File: src/rtl/burst_sram_pkg.sv
package burst_sram_pkg;

  typedef enum logic {
    ORD_LINEAR     = 1'b0,
    ORD_INTERLEAVE = 1'b1
  } burst_order_e;

  // Low two address bits for a burst beat, given the start and beat count.
  function automatic logic [1:0] burst_low(input logic [1:0] start,
                                           input logic [1:0] cnt,
                                           input burst_order_e ord);
    if (ord == ORD_INTERLEAVE) return start ^ cnt;
    return start + cnt;
  endfunction

endpackage

File: src/rtl/bsr_ctrl.sv
module bsr_ctrl
  import burst_sram_pkg::*;
#(
  parameter int AW    = 6,
  parameter int LANES = 2
) (
  input  logic             clk,
  input  logic             rst_n,
  input  logic             run,
  input  logic             strb_cpu_n,
  input  logic             strb_ctl_n,
  input  logic             step_n,
  input  logic             ce_pri_n,
  input  logic             ce_hi,
  input  logic             ce_lo_n,
  input  logic             order_il,
  input  logic [LANES-1:0] bw_n,
  input  logic [AW-1:0]    addr,
  output logic             acc_take,
  output logic             acc_valid,
  output logic             acc_wr,
  output logic             acc_first,
  output logic [AW-1:0]    acc_addr,
  output logic [LANES-1:0] acc_be
);

  logic             sel_q, sel_d;
  logic [AW-1:0]    base_q, base_d;
  logic [1:0]       cnt_q, cnt_d;
  logic             cpu_take, ctl_take, load, step, new_sel, any_bw;
  logic             wr_d, first_d;
  logic [AW-1:0]    addr_d;

  always_comb begin
    cpu_take = !strb_cpu_n && !ce_pri_n;
    ctl_take = !strb_ctl_n && !cpu_take;
    load     = cpu_take || ctl_take;
    new_sel  = !ce_pri_n && ce_hi && !ce_lo_n;
    step     = !load && !step_n && sel_q;
    any_bw   = |(~bw_n);
    sel_d    = load ? new_sel : sel_q;
    base_d   = load ? addr : base_q;
    cnt_d    = load ? 2'd0 : (step ? cnt_q + 2'd1 : cnt_q);
    acc_take = (load && new_sel) || step;
    wr_d     = !cpu_take && any_bw;
    first_d  = load && !sel_q;
    addr_d   = {base_d[AW-1:2], burst_low(base_d[1:0], cnt_d, burst_order_e'(order_il))};
  end

  always_ff @(posedge clk or negedge rst_n) begin
    if (!rst_n) begin
      sel_q     <= 1'b0;
      base_q    <= '0;
      cnt_q     <= '0;
      acc_valid <= 1'b0;
      acc_wr    <= 1'b0;
      acc_first <= 1'b0;
      acc_addr  <= '0;
      acc_be    <= '0;
    end else if (run) begin
      sel_q     <= sel_d;
      base_q    <= base_d;
      cnt_q     <= cnt_d;
      acc_valid <= acc_take;
      if (acc_take) begin
        acc_wr    <= wr_d;
        acc_first <= first_d;
        acc_addr  <= addr_d;
        acc_be    <= ~bw_n;
      end
    end
  end

  a_r4_cpu_gated: assert property (@(posedge clk) disable iff (!rst_n)
    (run && !strb_cpu_n && ce_pri_n && strb_ctl_n && step_n)
      |=> ($stable(sel_q) && $stable(cnt_q) && !acc_valid))
    else $error("R4: gated processor strobe changed state");

  a_r3_cpu_reads: assert property (@(posedge clk) disable iff (!rst_n)
    (run && !strb_cpu_n && !ce_pri_n) |=> !acc_wr)
    else $error("R3: processor-side load produced a write");

  a_r5_desel_quiet: assert property (@(posedge clk) disable iff (!rst_n)
    (run && !sel_q && strb_cpu_n && strb_ctl_n) |=> !acc_valid)
    else $error("R5: access while deselected");

  a_r6_step_count: assert property (@(posedge clk) disable iff (!rst_n)
    (run && sel_q && !step_n && strb_cpu_n && strb_ctl_n)
      |=> (cnt_q == $past(cnt_q) + 2'd1))
    else $error("R6: burst count did not advance");

endmodule

File: src/rtl/bsr_array.sv
module bsr_array #(
  parameter int AW     = 6,
  parameter int LANES  = 2,
  parameter int LANE_W = 8
) (
  input  logic                    clk,
  input  logic                    we,
  input  logic [AW-1:0]           addr,
  input  logic [LANES-1:0]        be,
  input  logic [LANES*LANE_W-1:0] wdata,
  output logic [LANES*LANE_W-1:0] rd
);

  localparam int DEPTH = 1 << AW;

  for (genvar g = 0; g < LANES; g++) begin : g_lane
    logic [LANE_W-1:0] lane_mem [DEPTH];

    always_ff @(posedge clk) begin
      if (we && be[g]) lane_mem[addr] <= wdata[g*LANE_W +: LANE_W];
    end

    assign rd[g*LANE_W +: LANE_W] = lane_mem[addr];
  end

endmodule

File: src/rtl/burst_sram.sv
module burst_sram #(
  parameter int AW     = 6,
  parameter int LANES  = 2,
  parameter int LANE_W = 8
) (
  input  logic                    clk,
  input  logic                    rst_n,
  input  logic                    strb_cpu_n,
  input  logic                    strb_ctl_n,
  input  logic                    step_n,
  input  logic                    ce_pri_n,
  input  logic                    ce_hi,
  input  logic                    ce_lo_n,
  input  logic [LANES-1:0]        bw_n,
  input  logic                    oe_n,
  input  logic                    sleep,
  input  logic                    order_il,
  input  logic [AW-1:0]           addr,
  input  logic [LANES*LANE_W-1:0] wdata,
  output logic [LANES*LANE_W-1:0] rdata,
  output logic                    rdrive
);

  localparam int DW = LANES * LANE_W;

  logic            run;
  logic            acc_take, acc_valid, acc_wr, acc_first;
  logic [AW-1:0]   acc_addr;
  logic [LANES-1:0] acc_be;
  logic [DW-1:0]   wdata_q, arr_rd, rdata_q;
  logic            out_valid_q, out_first_q;
  logic            is_read, arr_we;

  assign run = !sleep;

  bsr_ctrl #(.AW(AW), .LANES(LANES)) u_ctrl (
    .clk        (clk),
    .rst_n      (rst_n),
    .run        (run),
    .strb_cpu_n (strb_cpu_n),
    .strb_ctl_n (strb_ctl_n),
    .step_n     (step_n),
    .ce_pri_n   (ce_pri_n),
    .ce_hi      (ce_hi),
    .ce_lo_n    (ce_lo_n),
    .order_il   (order_il),
    .bw_n       (bw_n),
    .addr       (addr),
    .acc_take   (acc_take),
    .acc_valid  (acc_valid),
    .acc_wr     (acc_wr),
    .acc_first  (acc_first),
    .acc_addr   (acc_addr),
    .acc_be     (acc_be)
  );

  always_comb begin
    is_read = acc_valid && !acc_wr;
    arr_we  = run && acc_valid && acc_wr;
  end

  bsr_array #(.AW(AW), .LANES(LANES), .LANE_W(LANE_W)) u_array (
    .clk   (clk),
    .we    (arr_we),
    .addr  (acc_addr),
    .be    (acc_be),
    .wdata (wdata_q),
    .rd    (arr_rd)
  );

  always_ff @(posedge clk or negedge rst_n) begin
    if (!rst_n) begin
      wdata_q     <= '0;
      rdata_q     <= '0;
      out_valid_q <= 1'b0;
      out_first_q <= 1'b0;
    end else if (run) begin
      if (acc_take) wdata_q <= wdata;
      out_valid_q <= is_read;
      out_first_q <= acc_first;
      if (is_read) rdata_q <= arr_rd;
    end
  end

  assign rdata  = rdata_q;
  assign rdrive = out_valid_q && !out_first_q && !oe_n && !sleep;

  a_r2_read_pipe: assert property (@(posedge clk) disable iff (!rst_n)
    (run && acc_valid && !acc_wr) |=> out_valid_q)
    else $error("R2: read did not reach output stage");

  a_r11_sleep_hold: assert property (@(posedge clk) disable iff (!rst_n)
    sleep |=> ($stable(out_valid_q) && $stable(rdata_q)))
    else $error("R11: output stage changed during sleep");

  a_r12_idle_quiet: assert property (@(posedge clk) disable iff (!rst_n)
    (run && !acc_take) |=> !acc_valid)
    else $error("R12: access without strobe or step");

endmodule

File: config.mk
export PLATFORM = sky130hd
export DESIGN_NAME = burst_sram
export DESIGN_NICKNAME = d
export VERILOG_FILES = /design/src/rtl/burst_sram_pkg.sv /design/src/rtl/bsr_ctrl.sv /design/src/rtl/bsr_array.sv /design/src/rtl/burst_sram.sv
export SDC_FILE = /design/constraint.sdc
export NUM_CORES = 1
export LEC_CHECK = 0
export CAP_MARGIN = 30
export CORE_AREA = 2 2 316 318
export CTS_CLUSTER_DIAMETER = 120
export CTS_CLUSTER_SIZE = 40
export DETAILED_ROUTE_END_ITERATION = 16
export DIE_AREA = 0 0 318 320
export PLACE_DENSITY = 0.63
export REMOVE_ABC_BUFFERS = 1
export SETUP_SLACK_MARGIN = 0.2
export SYNTH_ARGS = -nofsm -noshare
export SYNTH_HDL_FRONTEND = slang
export SYNTH_HIERARCHICAL = 1
export SYNTH_SLANG_ARGS = --single-unit
File: constraint.sdc
create_clock -name clk -period 4.7 [get_ports clk]
set_input_delay 0.94 -clock clk [delete_from_list [all_inputs] [get_ports clk]]
set_output_delay 0.94 -clock clk [all_outputs]
set_load 0.01 [all_outputs]
Word-level counts from Yosys, hierarchy flattened
Memory sizes are Yosys's and may differ from the RTL's. A register that Yosys moved wholly into a read port is not among the register bits. Index checks and enable logic that the tools add are counted.

Add/sub/neg operators: 2. Mux-type cells: 10. Bitwise operators: 3. Reductions and logical operators: 37.

Operators by type and width (count): $logic_and A1 B1 Y1 (17); $logic_not A1 Y1 (14); $mux W2 (4); $mux W6 (1); $reduce_and A2 Y1 (3); $mux W1 (5); $add A2 B1 Y2 const B (1); $add A2 B2 Y2 (1); $logic_or A1 B1 Y1 (2); $not A2 Y2 (1); $reduce_or A2 Y1 (1); $xor A2 B2 Y2 (1); $not A1 Y1 (1).

Register bits: 38. Bits in writable memories: 1024. Input port bits: 35. Output and inout port bits: 17. Word-level logic and storage cells: 65. Memories: 2.

Memories: u_array.g_lane[0].lane_mem (depth 64, bits a word 8, rd ports 1, clocked after memory_dff 1, write ports 1, RTL line bsr_array.sv:17) `logic [LANE_W-1:0] lane_mem [DEPTH];`; u_array.g_lane[1].lane_mem (depth 64, bits a word 8, rd ports 1, clocked after memory_dff 1, write ports 1, RTL line bsr_array.sv:17).

Depth between registers and ports, before layout
Gate-level depths: netlist of the first run.

Word-level depth: 13. Depth in mapped cells: 11.

Hierarchy
Netlist of the first run, hierarchy kept.

Modules (own cells, without submodules): bsr_array (times used 1, cells each 2288, area an instance 39644.3 um^2); burst_sram (times used 1, cells each 76, area an instance 1301.2 um^2); bsr_ctrl (times used 1, cells each 83, area an instance 965.9 um^2).

Worst setup path before layout of the first run
OpenSTA, ideal clock, no wires.

Path type: input -> register. Start point: input strb_cpu_n. End point: register u_ctrl.acc_addr[1]. Library setup time: 69 ps. Arrival time: 2489 ps. Required time: 4631 ps. Slack: 2141 ps. Stages on the path: 7. Buffers on the path: 1. Cells stage by stage: o21ai_4 buf_2 mux2_2 ha_1 nand2b_1 or4b_1 nand3_1.

Elaborated cells on any way between the ends: 18. Those cells by class: add/sub (1); mux (5); bitwise (1); reduce/logical (11).

RTL lines: start, declared (RTL line burst_sram.sv:8) `input logic strb_cpu_n,`; $logic_not A1 Y1 (*) (RTL line bsr_ctrl.sv:35) `cpu_take = !strb_cpu_n && !ce_pri_n;`; $logic_and A1 B1 Y1 (*) (RTL line bsr_ctrl.sv:35); $logic_not A1 Y1 (RTL line bsr_ctrl.sv:36) `ctl_take = !strb_ctl_n && !cpu_take;`; $logic_and A1 B1 Y1 (RTL line bsr_ctrl.sv:36); $logic_or A1 B1 Y1 (*) (RTL line bsr_ctrl.sv:37) `load = cpu_take || ctl_take;`; $mux W6 (*) (RTL line bsr_ctrl.sv:42) `base_d = load ? addr : base_q;`; named net u_ctrl.base_d[0] (RTL line bsr_ctrl.sv:28) `logic [AW-1:0] base_q, base_d;`; $add A2 B2 Y2 (*) (RTL line burst_sram_pkg.sv:13) `return start + cnt;`; $mux W2 (*) (RTL line burst_sram_pkg.sv:13); end signal, assigned (RTL line bsr_ctrl.sv:68) `acc_addr <= addr_d;`; end, declared (RTL line bsr_ctrl.sv:23) `output logic [AW-1:0] acc_addr,`.

The timed path passes the listed nets; every way through them passes the cells marked *. The select of a mux whose other input is x is not followed. A chain may end at the register's enable or synchronous reset.

Worst setup path after layout of the first run
Start point: register u_ctrl.acc_addr[2]. End point: memory u_array.g_lane[0].lane_mem[41][4] (enable).

RTL lines (RTL line): end, declared (bsr_array.sv:17).

No word-level cell before the write port.

==> results of run 1 <==
==> worst max-delay path, stage by stage, from the launching register on <==
cell and delay [ns]:
dfrtp_4 0.61, inv_2 0.66, buf_4 0.39, and3_1 0.26
nand2_1 0.58, nor2_1 0.78
==> power by group <==
group / total (uW) / internal, uW / leakage (uW) / switching [uW]
registers: 12700 / 11400 / 0.00988 / 1240
logic: 5580 / 1920 / 0.00324 / 3660
clock network: 3950 / 1290 / 0.000418 / 2660
==> final timing paths <==
kind,slack (ns),to,start
min in group clk,0.50,u_ctrl/acc_first$_DFFE_PN0P_,u_ctrl/acc_first$_DFFE_PN0P_
setup / recovery,1.03,u_array/g_lane[0].lane_mem[41][4]$_DFFE_PP_,u_ctrl/acc_addr[2]$_DFFE_PN0P_
setup reg to reg,1.03,u_array/g_lane[0].lane_mem[41][4]$_DFFE_PP_,u_ctrl/acc_addr[2]$_DFFE_PN0P_
hold / removal,0.38,rdata[13]$_DFFE_PN0P_,rst_n
max in group asynchronous,3.34,u_ctrl/acc_addr[0]$_DFFE_PN0P_,rst_n
hold reg to reg,0.50,u_ctrl/acc_first$_DFFE_PN0P_,u_ctrl/acc_first$_DFFE_PN0P_
==> synth_stat cells, types with 6 or more instances <==
cell type  number
a221oi_1      191
buf_6          18
or3_1           9
o221ai_1       26
mux2i_1        51
a221oi_2        7
nor3_1         26
buf_1          25
o211ai_1       10
o21ai_0        72
mux4_2         36
nor2b_1         8
edfxtp_1     1024
dfrtp_1        54
clkbuf_1       57
a22oi_1       178
nor2_1        209
a22o_1         11
buf_2          78
inv_1           6
o22a_1          6
nand3_1         7
nand2_1        69
o32ai_1        14
mux2_2         85
and3_1          9
buf_4          10
o22ai_1        41
a21oi_1        19
==> layer usage <==
metal,track usage (%),up-vias,routed length (um)
met5,0,-,0
met4,7.524,0,4963
met3,3.939,228,13690
met2,38.12,1791,57900
met1,32.93,12600,47280
li1,-,9966,-
==> sequential cells by signal, indices dropped and copies added (netlist names) <==
| register | cells |
|---|---|
| u_array/g_lane.lane_mem | 1024 |
| u_ctrl/acc_be | 2 |
| u_ctrl/acc_first | 1 |
| u_ctrl/sel_q | 1 |
| wdata_q | 16 |
| out_valid_q | 1 |
| out_first_q | 1 |
| u_ctrl/acc_valid | 1 |
| u_ctrl/acc_wr | 1 |
| u_ctrl/base_q | 6 |
| rdata | 16 |
| u_ctrl/cnt_q | 2 |
| u_ctrl/acc_addr | 6 |
==> area by class of cell <==
cell class | instances | area [um2]
multi-input cells | 1174 | 8875
repair buffers | 138 | 1331
fillers | 8257 | 53090
clock buffers | 56 | 879.6
diodes | 1 | 2.502
flip-flops and latches | 1078 | 32170
inverters | 7 | 26.28
well taps | 1287 | 1610
==> cell families after synthesis <==
group           after synthesis
flops                      1078
simple gates                381
buf+inv                     195
mux                         176
xor+xnor                      3
compound gates              613
fa+ha+maj                     1
==> stage by stage <==
stage               hold slack (ns)  std cells  util, %
global route                 0.4196       3740    45.82
detailed placement           0.4721       3682    44.86
global placement             0.4656       3681    44.83
finish                       0.3766       3741    45.82
floorplan                    0.4457       2259        -
CTS                          0.3971       3738    45.76
==> results.toml, run 1 <==
[outcome]
status = "completed"

[sta]
setup_tns_ns = 0
maxSlewHeadroom_pct = 30.50
worstMarginPinSlew_ns = 1.043
post-route-min-period_ns = 3.668
post-route-period-util_pct = 78.04
fmax_mhz = 272.6
rsz0062_at_grt = "false"
hold_viol_final = 0
skew_ns = 0.02085
slew_viol_final = 0
finalWorstSetupSlack_ns = 1.032
finalSetupViolations = 0

[grt]
antenna_found_initial = 1
grt_max_degree = 70
overflow = 0
grt_pass1_wl_mm = 174.9
track_usage_pct = 23.65
first_global_vias = 23490

[die]
core_um2 = 97990
die_h_um = 320
rows = 115
die_w_um = 318
initial_core_util_pct = 42.77
die-area_um2 = 101800
io_pins = 52

[critical_path]
cp-start-kind = "flop"
required_ns = 5.03
rr_worst_depth = 5
worst_ep_arrival_time_ns = 4.00
path_class = "reg2reg"
end_kind = "flop"
crit_fanout = 22

[clock_network]
cts-buffers-inserted = 30
hold_buffers = 0
numClockSinks = 1078
clkTransAtPathRegs_ns = 0.14
cts_tree = "done"
clock_path_buffers = 3
clk_latency_ns = 0.70
cts_resized = 0
cts_setup_buffers = 0
cts.htree.levels = 1
root_buffer = "clkbuf_16"

[route]
antenna_left = 0
viasPerCell = 6.571
wire_per_inst_um = 33.10
drt_iter0_markers = 3936
drc = 0
wl_mm = 123.8
vias = 24580
dr.pass1.iters = 5

[placement]
dp_hpwl_mm = 75.68
io_buffers = 51
dp_slack_ns = 0.6497
place_area_um2 = 43960
gp_congestion = 0.9203

[logic_synthesis]
ys_ff_latch = 1078
ys_top_cells_by_area = "edfxtp_1, a221oi_1, dfrtp_1"
synthMuxAreaShare_pct = 5.577
synth_top_area_share_pct = 73.37
syn_avg_cell_area_um2 = 17.13
synth_top_family_by_area = "compound AO/OA/AOI/OAI gates"
async_reset_ff_share_pct = 5.009
synth-adder-area-share_pct = 0.02985
yosys.cell_types.count = 67
synth-simple-area-share_pct = 4.093
synthCells = 2447
synth-compound-area-share_pct = 11.25
yosysWarnings = 6
yosysTopAreaCell = "edfxtp_1"
yosysSeqAreaShare_pct = 76.59
syn-cell-area_um2 = 41910
synth_xor_area_share_pct = 0.06269
synth_ff_type = "edfxtp_1"
synth-edff-count = 1024

[final_layout]
drive_gt1_share_pct = 11.86
fin_area_um2 = 44900
final_cell_mix = "edfxtp_1, nor2_1, a221oi_1"
layout.nets = 2465
layout_commonest_cell = "edfxtp_1"
syn2layout_area_growth_pct = 7.123

[job]
cap_violations = 0

[min_path]
hold_class = "in2async"

[power_and_ir_drop]
power_uw = 22180
p_leak_uw = 0.01354
ir_drop_uv = 394.7
pwr_density_cell_nw_per_um2 = 494.0
(Power assumes the default switching activity.)
==> run 2, diff against run 1 <==
==> constraint.sdc (replaced) <==
create_clock -name clk -period 3.8 [get_ports clk]
set_input_delay 0.76 -clock clk [delete_from_list [all_inputs] [get_ports clk]]
set_output_delay 0.76 -clock clk [all_outputs]
set_load 0.01 [all_outputs]
==> run 2 against run 1 <==
Net effect:
- combinational power increased by 36%
- maximum frequency up 3.0%
- sequential power up 18%
- worst hold slack better by 0.14 ns
- critical path depth is 4 higher
- register-to-register slack got worse by 0.79 ns
- cell count is 4.6% higher
- clock-buffer cell count unchanged
- via count is 1.5% higher
- sequential share of layout area is 2.2 points lower
- non-clock buffer count grew 172
- critical endpoint is now rdata[1]$_DFFE_PN0P_
==> results.toml, run 2 (synthesis results as in run 1) <==
[outcome]
status = "completed"

[grt]
first_global_vias = 24380
grt_pass1_wl_mm = 173.7
grt_max_degree = 66
track_usage_pct = 23.11
antenna_found_initial = 2
overflow = 0

[clock_network]
cts.htree.levels = 1
clk_latency_ns = 0.68
cts-buffers-inserted = 30
cts_tree = "done"
clkTransAtPathRegs_ns = 0.14
root_buffer = "clkbuf_16"
clock_path_buffers = 3
numClockSinks = 1078

[critical_path]
worst_ep_arrival_time_ns = 4.14
crit_start = "u_ctrl/acc_addr[2]$_DFFE_PN0P_"
crit_end = "rdata[1]$_DFFE_PN0P_"
r2r_slack_ns = 0.24
required_ns = 4.38
r2r_start = "u_ctrl/acc_addr[2]$_DFFE_PN0P_"
crit_fanout = 22
end_kind = "flop"
cp-start-kind = "flop"
path_class = "reg2reg"
rr_worst_depth = 9
rr_endpoint = "rdata[1]$_DFFE_PN0P_"

[sta]
hold_viol_final = 0
post-route-period-util_pct = 93.73
skew_ns = 0.03580
rsz0062_at_grt = "false"
post-route-min-period_ns = 3.562
fmax_mhz = 280.7
worstMarginPinSlew_ns = 1.061
maxSlewHeadroom_pct = 29.24
finalWorstSetupSlack_ns = 0.2381
finalSetupViolations = 0
slew_viol_final = 0

[final_layout]
insertedDiodeCount = 0
layout.area.seq_um2 = 32130
final_util_pct = 47.18
fillCellCount = 8163
layout.nets = 2637
largest_register = "u_array/g_lane.lane_mem"
syn2layout_area_growth_pct = 10.31
multi_input_area_um2 = 8881
final_cell_mix = "edfxtp_1, buf_4, nor2_1"
layout_commonest_cell = "edfxtp_1"
drive_gt1_share_pct = 17.64
fin_area_um2 = 46230
largest_reg_flops = 1024

[die]
initial_core_util_pct = 42.77
rows = 115
die-area_um2 = 101800
die_h_um = 320
core_um2 = 97990
io_pins = 52
die_w_um = 318

[power_and_ir_drop]
power_uw = 27420
pwr_density_cell_nw_per_um2 = 593.0
ir_drop_uv = 456.8
p_leak_uw = 0.01448

[placement]
dp_hpwl_mm = 77.96
io_buffers = 51
place_area_um2 = 45310
dp_slack_ns = 0.1274
gp_congestion = 0.9236

[route]
drc = 0
antenna_left = 0
wire_per_inst_um = 30.76
vias = 24940
drt_iter0_markers = 3804
viasPerCell = 6.375
dr.pass1.iters = 6
wl_mm = 120.3

[min_path]
hold_class = "reg2reg"

[job]
cap_violations = 0
## run 2: layout make-up
cell class | instances | share of cell area [%]
Clock buffer | 56 | 1.903
Inverter | 7 | 0.05684
Multi-Input combinational cell | 1174 | 19.21
Sequential cell | 1078 | 69.50
Tap cell | 1287 | 3.483
Timing Repair Buffer | 310 | 5.843
## run 2: through the flow
step / TNS (ns) / std cells / hold slack (ns)
2_1_floorplan: -3388.73 / 2259 / 0.4457
3_3_place_gp: 0 / 3849 / 0.4808
3_5_place_dp: 0 / 3852 / 0.4865
4_1_cts: 0 / 3909 / 0.5173
5_1_grt: 0 / 3912 / 0.5167
6_report: 0 / 3912 / 0.5131
## run 2: layer usage
layer  part of all wire (%)  global-route usage, %  vias up
met1                     38                  31.47    12860
met2                     48                  38.38     1526
li1                       -                      -    10300
met4                    4.1                  7.651        2
met5                  0.011                      0        -
met3                    9.6                  3.229      251
## run 2: how the worst min path moves through the flow
stage                                       startpoint                      endpoint  slack [ns]  cells after the start
final                     u_ctrl/acc_first$_DFFE_PN0P_  u_ctrl/acc_first$_DFFE_PN0P_        0.51                      2
after global routing                             rst_n         rdata[15]$_DFFE_PN0P_        0.52                      2
after CTS                                        rst_n         rdata[15]$_DFFE_PN0P_        0.52                      2
after detailed placement  u_ctrl/acc_first$_DFFE_PN0P_  u_ctrl/acc_first$_DFFE_PN0P_        0.49                      2
after global placement    u_ctrl/acc_first$_DFFE_PN0P_  u_ctrl/acc_first$_DFFE_PN0P_        0.48                      2
after floorplan                out_valid_q$_DFFE_PN0N_       out_valid_q$_DFFE_PN0N_        0.45                      1
## run 2: worst max-delay path: stages, from the launching register on
cell and delay [ns]:
dfrtp_4 0.65, buf_8 0.23, nor2b_4 0.21, buf_12 0.20, a221oi_1 0.31, nor2_1 0.09, o21ai_0 0.46, o2111ai_1 0.44
or4b_1 0.58, mux2_2 0.28
## run 2: what timing repair did
item                                   4_1_cts  5_1_grt
resized for setup                            0        1
setup endpoints to repair                    0        4
hold buffers                                 1        0
buffers inserted                             0        2
endpoints found under the hold margin        8        0
## run 2: power breakdown
group	internal, uW	leakage, uW	switching, uW	total [uW]
logic	2570	0.00418	5020	7590
clock network	1590	0.000418	3260	4850
registers	14100	0.00988	882	15000
